$ cat src/rtl/hzd_pkg.sv
package hzd_pkg;

    typedef enum logic [1:0] {
        HZ_RUN    = 2'd0,
        HZ_HOLD   = 2'd1,
        HZ_SQUASH = 2'd2
    } hz_state_e;

    typedef struct packed {
        logic pc_we;
        logic ifid_we;
        logic bubble;
        logic flush;
    } hz_ctl_t;

    localparam hz_ctl_t HZ_CTL_PASS  = '{pc_we: 1'b1, ifid_we: 1'b1, bubble: 1'b0, flush: 1'b0};
    localparam hz_ctl_t HZ_CTL_STALL = '{pc_we: 1'b0, ifid_we: 1'b0, bubble: 1'b1, flush: 1'b0};
    localparam hz_ctl_t HZ_CTL_FLUSH = '{pc_we: 1'b1, ifid_we: 1'b1, bubble: 1'b0, flush: 1'b1};

endpackage

$ cat src/rtl/hzd_loaduse_cmp.sv
module hzd_loaduse_cmp #(
    parameter int REG_W   = 5,
    parameter int NUM_SRC = 2
) (
    input  logic                            ld_valid,
    input  logic [REG_W-1:0]                ld_dst,
    input  logic [NUM_SRC-1:0][REG_W-1:0]   src,
    output logic                            hit
);
    logic [NUM_SRC-1:0] src_match;
    logic               dst_live;

    // A destination of register 0 never carries a real result.
    assign dst_live = |ld_dst;

    // One comparator per source operand of the decode instruction.
    for (genvar g = 0; g < NUM_SRC; g++) begin : g_src
        assign src_match[g] = (src[g] == ld_dst);
    end

    assign hit = ld_valid & dst_live & (|src_match);
endmodule

$ cat src/rtl/hzd_redirect.sv
module hzd_redirect #(
    parameter int NUM_REDIR = 2
) (
    input  logic [NUM_REDIR-1:0] req,
    output logic                 redirect
);
    assign redirect = |req;
endmodule

$ cat src/rtl/hzd_ctrl_fsm.sv
module hzd_ctrl_fsm
    import hzd_pkg::*;
(
    input  logic    clk,
    input  logic    rst_n,
    input  logic    lu_hit,
    input  logic    redirect,
    output hz_ctl_t ctl
);
    hz_state_e state_q, state_d;

    // State register.
    always_ff @(posedge clk) begin
        if (!rst_n) begin
            state_q <= HZ_RUN;
        end else begin
            state_q <= state_d;
        end
    end

    // Next state and outputs.
    always_comb begin
        state_d = HZ_RUN;
        ctl     = HZ_CTL_PASS;
        unique case (state_q)
            HZ_RUN: begin
                if (redirect) begin
                    ctl     = HZ_CTL_FLUSH;   // flush outranks stall
                    state_d = HZ_SQUASH;
                end else if (lu_hit) begin
                    ctl     = HZ_CTL_STALL;
                    state_d = HZ_HOLD;
                end
            end
            HZ_HOLD: begin
                // The load has moved on; only a redirect acts here.
                if (redirect) begin
                    ctl     = HZ_CTL_FLUSH;
                    state_d = HZ_SQUASH;
                end
            end
            HZ_SQUASH: begin
                // Decode holds the squashed nop.
                ctl     = HZ_CTL_PASS;
                state_d = HZ_RUN;
            end
            default: begin
                ctl     = HZ_CTL_PASS;
                state_d = HZ_RUN;
            end
        endcase
    end
endmodule

$ cat src/rtl/dec_hazard_unit.sv
module dec_hazard_unit
    import hzd_pkg::*;
#(
    parameter int REG_W = 5
) (
    input  logic             clk,
    input  logic             rst_n,
    input  logic [REG_W-1:0] id_src_a,
    input  logic [REG_W-1:0] id_src_b,
    input  logic [REG_W-1:0] ex_ld_dst,
    input  logic             ex_ld_en,
    input  logic             id_br_taken,
    input  logic             id_jump,
    output logic             pc_wr_en,
    output logic             ifid_wr_en,
    output logic             ctl_bubble,
    output logic             ifid_flush
);
    localparam int NUM_SRC   = 2;
    localparam int NUM_REDIR = 2;

    logic [NUM_SRC-1:0][REG_W-1:0] srcs;
    logic                          lu_hit;
    logic                          redirect;
    hz_ctl_t                       ctl;

    assign srcs[0] = id_src_a;
    assign srcs[1] = id_src_b;

    hzd_loaduse_cmp #(
        .REG_W   (REG_W),
        .NUM_SRC (NUM_SRC)
    ) u_cmp (
        .ld_valid (ex_ld_en),
        .ld_dst   (ex_ld_dst),
        .src      (srcs),
        .hit      (lu_hit)
    );

    hzd_redirect #(
        .NUM_REDIR (NUM_REDIR)
    ) u_redir (
        .req      ({id_jump, id_br_taken}),
        .redirect (redirect)
    );

    hzd_ctrl_fsm u_fsm (
        .clk      (clk),
        .rst_n    (rst_n),
        .lu_hit   (lu_hit),
        .redirect (redirect),
        .ctl      (ctl)
    );

    assign pc_wr_en   = ctl.pc_we;
    assign ifid_wr_en = ctl.ifid_we;
    assign ctl_bubble = ctl.bubble;
    assign ifid_flush = ctl.flush;
endmodule

$ cat config.mk
export PLATFORM = sky130hd
export DESIGN_NAME = dec_hazard_unit
export DESIGN_NICKNAME = d
export VERILOG_FILES = /design/src/rtl/hzd_pkg.sv /design/src/rtl/hzd_loaduse_cmp.sv /design/src/rtl/hzd_redirect.sv /design/src/rtl/hzd_ctrl_fsm.sv /design/src/rtl/dec_hazard_unit.sv
export SDC_FILE = /design/constraint.sdc
export NUM_CORES = 1
export LEC_CHECK = 0
export BUFFER_PORTS_ARGS = -buffer_cell sky130_fd_sc_hd__buf_2
export CAP_MARGIN = 20
export CORE_AREA = 2 2 39 41
export CTS_CLUSTER_SIZE = 10
export DETAILED_ROUTE_END_ITERATION = 6
export DIE_AREA = 0 0 41 43
export GPL_TIMING_DRIVEN = 0
export PLACE_DENSITY = 0.45
export SYNTH_ARGS = -nofsm -noshare
export SYNTH_HDL_FRONTEND = slang
export SYNTH_SLANG_ARGS = --single-unit
$ cat constraint.sdc
create_clock -name clk -period 1.1 [get_ports clk]
set_input_delay 0.11 -clock clk [delete_from_list [all_inputs] [get_ports clk]]
set_output_delay 0.11 -clock clk [all_outputs]
set_load 0.005 [all_outputs]
==> flow_summary_export.csv <==
group,metric,value,unit
die,start_util,15.8,%
drt,wl_per_cell,8.18,um
critical_path,r2r_end,"u_fsm.state_q[0]",
clock_tree,clock-sinks,2,
grt,grt_max_degree,4,
layout,final_cell_mix,"buf_2 (23), xnor2_1 (10), nor2_1 (4)",
sta,hold_viol_final,0,
placed_design,gp_congestion,0.574,
die,coreArea,0.00138,sq mm
grt,grt_usage,7.82,%
power,power_density,896,mW/mm^2
clock_tree,insertion_delay,0.22,ns
layout,final_common_cell,"buf_2",
clock_tree,htreeDepth,1,
clock_tree,clk_pin_slew_worst_paths,0.03,ns
logic_synthesis,synth-simple-area-share,30.3,%
layout,antenna_cells,0,
critical_path,cp_max_fo,3,
die,num_rows,14,
logic_synthesis,synth_area_leader_cell,"xnor2_1",
logic_synthesis,ys_warn_count,0,
layout,nNetsFinal,78,
clock_tree,clk_path_buf_depth,2,
grt,globalRouteOverflowTotal,0,
sta,setup_viol,3,
sta,clock_skew,0.00150,ns
critical_path,crit_type,"reg -> out",
min_path,hold_depth,2,
layout,fin_util,28.0,%
status,failed_checks,"setup timing",
sta,tightest_slew,0.228,ns
sta,setup-tns-final,-0.377,ns
flow_run,maxCapViolCount,0,
logic_synthesis,synth_mux_area_share,0,%
sta,relSlewSlack,84.7,%
drt,drc,0,
grt,grt_pass1_wl,890,um
logic_synthesis,synth_compound_area_share,8.00,%
drt,drt_pass1_iterations,4,
logic_synthesis,synth_top_area_share,40.0,%
drt,vias,279,
die,die_h,43,um
layout,top_regs,"u_fsm.state_q x2",
status,status,"complete, but fails checks",
sta,min_period,1.29,ns
layout,drive_gt1_share,55.4,%
clock_tree,cts_buffers,3,
critical_path,cp-end-kind,"output port",
critical_path,start_kind,"flop",
die,ios,24,
drt,ant_nets,0,
sta,finalMaxSlewViolations,0,
critical_path,crit_required,0.99,ns
layout,largest_reg_flops,2,
logic_synthesis,synthCells,29,
power,ir_drop,0.449,mV
clock_tree,holdBufCountCts,0,
sta,postLayoutSetupSlackWorst,-0.190,ns
drt,finalWirelength,589,um
sta,fin_crit_sh,117,%
logic_synthesis,synth-seq-cells,2,
logic_synthesis,synthesis.area,219,sq um
grt,grt_pass1_vias,263,
die,die_w,41,um
critical_path,ff2ff_path_depth,5,
drt,drtIter0Drc,4,
logic_synthesis,syn_area_per_cell,7.55,sq um
die,die-area,0.00176,sq mm
logic_synthesis,ys_seq_area_share,18.3,%
drt,via_per_inst,3.88,
grt,grt_antenna_before_repair,0,
min_path,holdPathEnd,"u_fsm.state_q[1]",
min_path,hp-start,"rst_n",
sta,fmaxAchievable,0.775,GHz
power,p_leak,0.181,nW
logic_synthesis,synthXorXnorAreaFrac,40.0,%
logic_synthesis,synth_top_family_by_area,"XOR/XNOR gates",
critical_path,r2r_start,"u_fsm.state_q[1]",
clock_tree,cts_root_buf,"clkbuf_4",
layout,syn_to_final_growth,77.1,%
sta,grt_setup_unrepaired,"yes",
layout,top_register,"u_fsm.state_q",
logic_synthesis,synth.area.top_cells,"xnor2_1 (40%), dfxtp_1 (18%), nand3_1 (6.9%)",
clock_tree,cts_tree,"done",
critical_path,crit_arrival,1.18,ns
critical_path,reg2reg_slack,0.16,ns
placed_design,io_buffers,23,
logic_synthesis,ys_types,12,
min_path,min_path_type,"in -> reg",
logic_synthesis,synthAdderAreaFrac,0,%
logic_synthesis,syn_nets,49,
area by class of cell:
cell class              instances  area (sq um)
repair buffers                 24           123
multi-input cells              26           175
flip-flops and latches          2          40.0
plain buffers                   1          7.51
fillers                       162           996
clock buffers                   3          22.5
well taps                      16          20.0
layer usage:
metal	wire length, um	track usage [%]	vias up
met1	221	7.35	115
met3	86	2.62	0
met2	281	11.9	16
met5	0	0	-
li1	-	-	148
met4	0	8.00	0
cells in the mapped netlist:
master	count
and2_2	1
xnor2_1	10
and2_1	1
buf_4	1
nand3_1	3
and3_1	1
nor2_1	4
dfxtp_1	2
nand2_1	3
nor3_1	1
a21oi_1	1
o22ai_2	1
worst max-delay path, cell delays in order, from the launching register on:
cell,delay [ns]
dfxtp_1,0.30
nor2_1,0.08
nand3_1,0.09
a21oi_2,0.16
nand2_1,0.09
buf_4,0.13
buf_2,0.11
stage by stage:
| step | area (sq um) | total power [W] | instances | setup slack (ns) | hold WS [ns] |
|---|---|---|---|---|---|
| 6_report | 388 | 0.000347 | 72 | -0.190 | 0.104 |
| 5_1_grt | 388 | 0.000376 | 72 | -0.307 | 0.118 |
| 4_1_cts | 380 | 0.000360 | 71 | -0.219 | 0.0959 |
| 3_5_place_dp | 354 | 0.000186 | 68 | -0.0482 | 0.326 |
| 3_3_place_gp | 354 | 0.000186 | 68 | -0.0384 | 0.327 |
| 2_1_floorplan | 219 | 0.000133 | 29 | 0.164 | 0.232 |
worst max path at each step:
stage,start,end,slack (ns),depth (start not counted)
floorplan,u_fsm.state_q[0],pc_wr_en,0.16,5
global placement,ex_ld_dst[2],pc_wr_en,-0.04,7
detailed placement,ex_ld_dst[2],pc_wr_en,-0.05,7
CTS,u_fsm.state_q[0],pc_wr_en,-0.22,6
global route,u_fsm.state_q[1],pc_wr_en,-0.31,6
finish,u_fsm.state_q[1],pc_wr_en,-0.19,6
power by group:
| group | internal, W | switching (W) | total (W) | leakage [nW] |
|---|---|---|---|---|
| clock | 0.000120 | 0.0000407 | 0.000161 | 0.0138 |
| sequential | 0.0000762 | 0.00000157 | 0.0000777 | 0.0164 |
| combinational | 0.0000636 | 0.0000450 | 0.000109 | 0.151 |
| total | 0.000260 | 0.0000874 | 0.000347 | 0.181 |
cells by family (layout without fill, tap and decap cells):
family                 count (synthesis)  after routing
flip-flops                             2              2
AO/OA/AOI/OAI                          2              2
XOR/XNOR                              10             10
AND/OR/NAND/NOR                       14             14
buffers and inverters                  1             28
repair_timing:
action	CTS	global route
pin swaps	1	0
setup endpoints to repair	3	3
cloned	0	0
buffers inserted	0	1
resized for setup	1	0
Note: power is estimated with default switching activity, not from simulation.
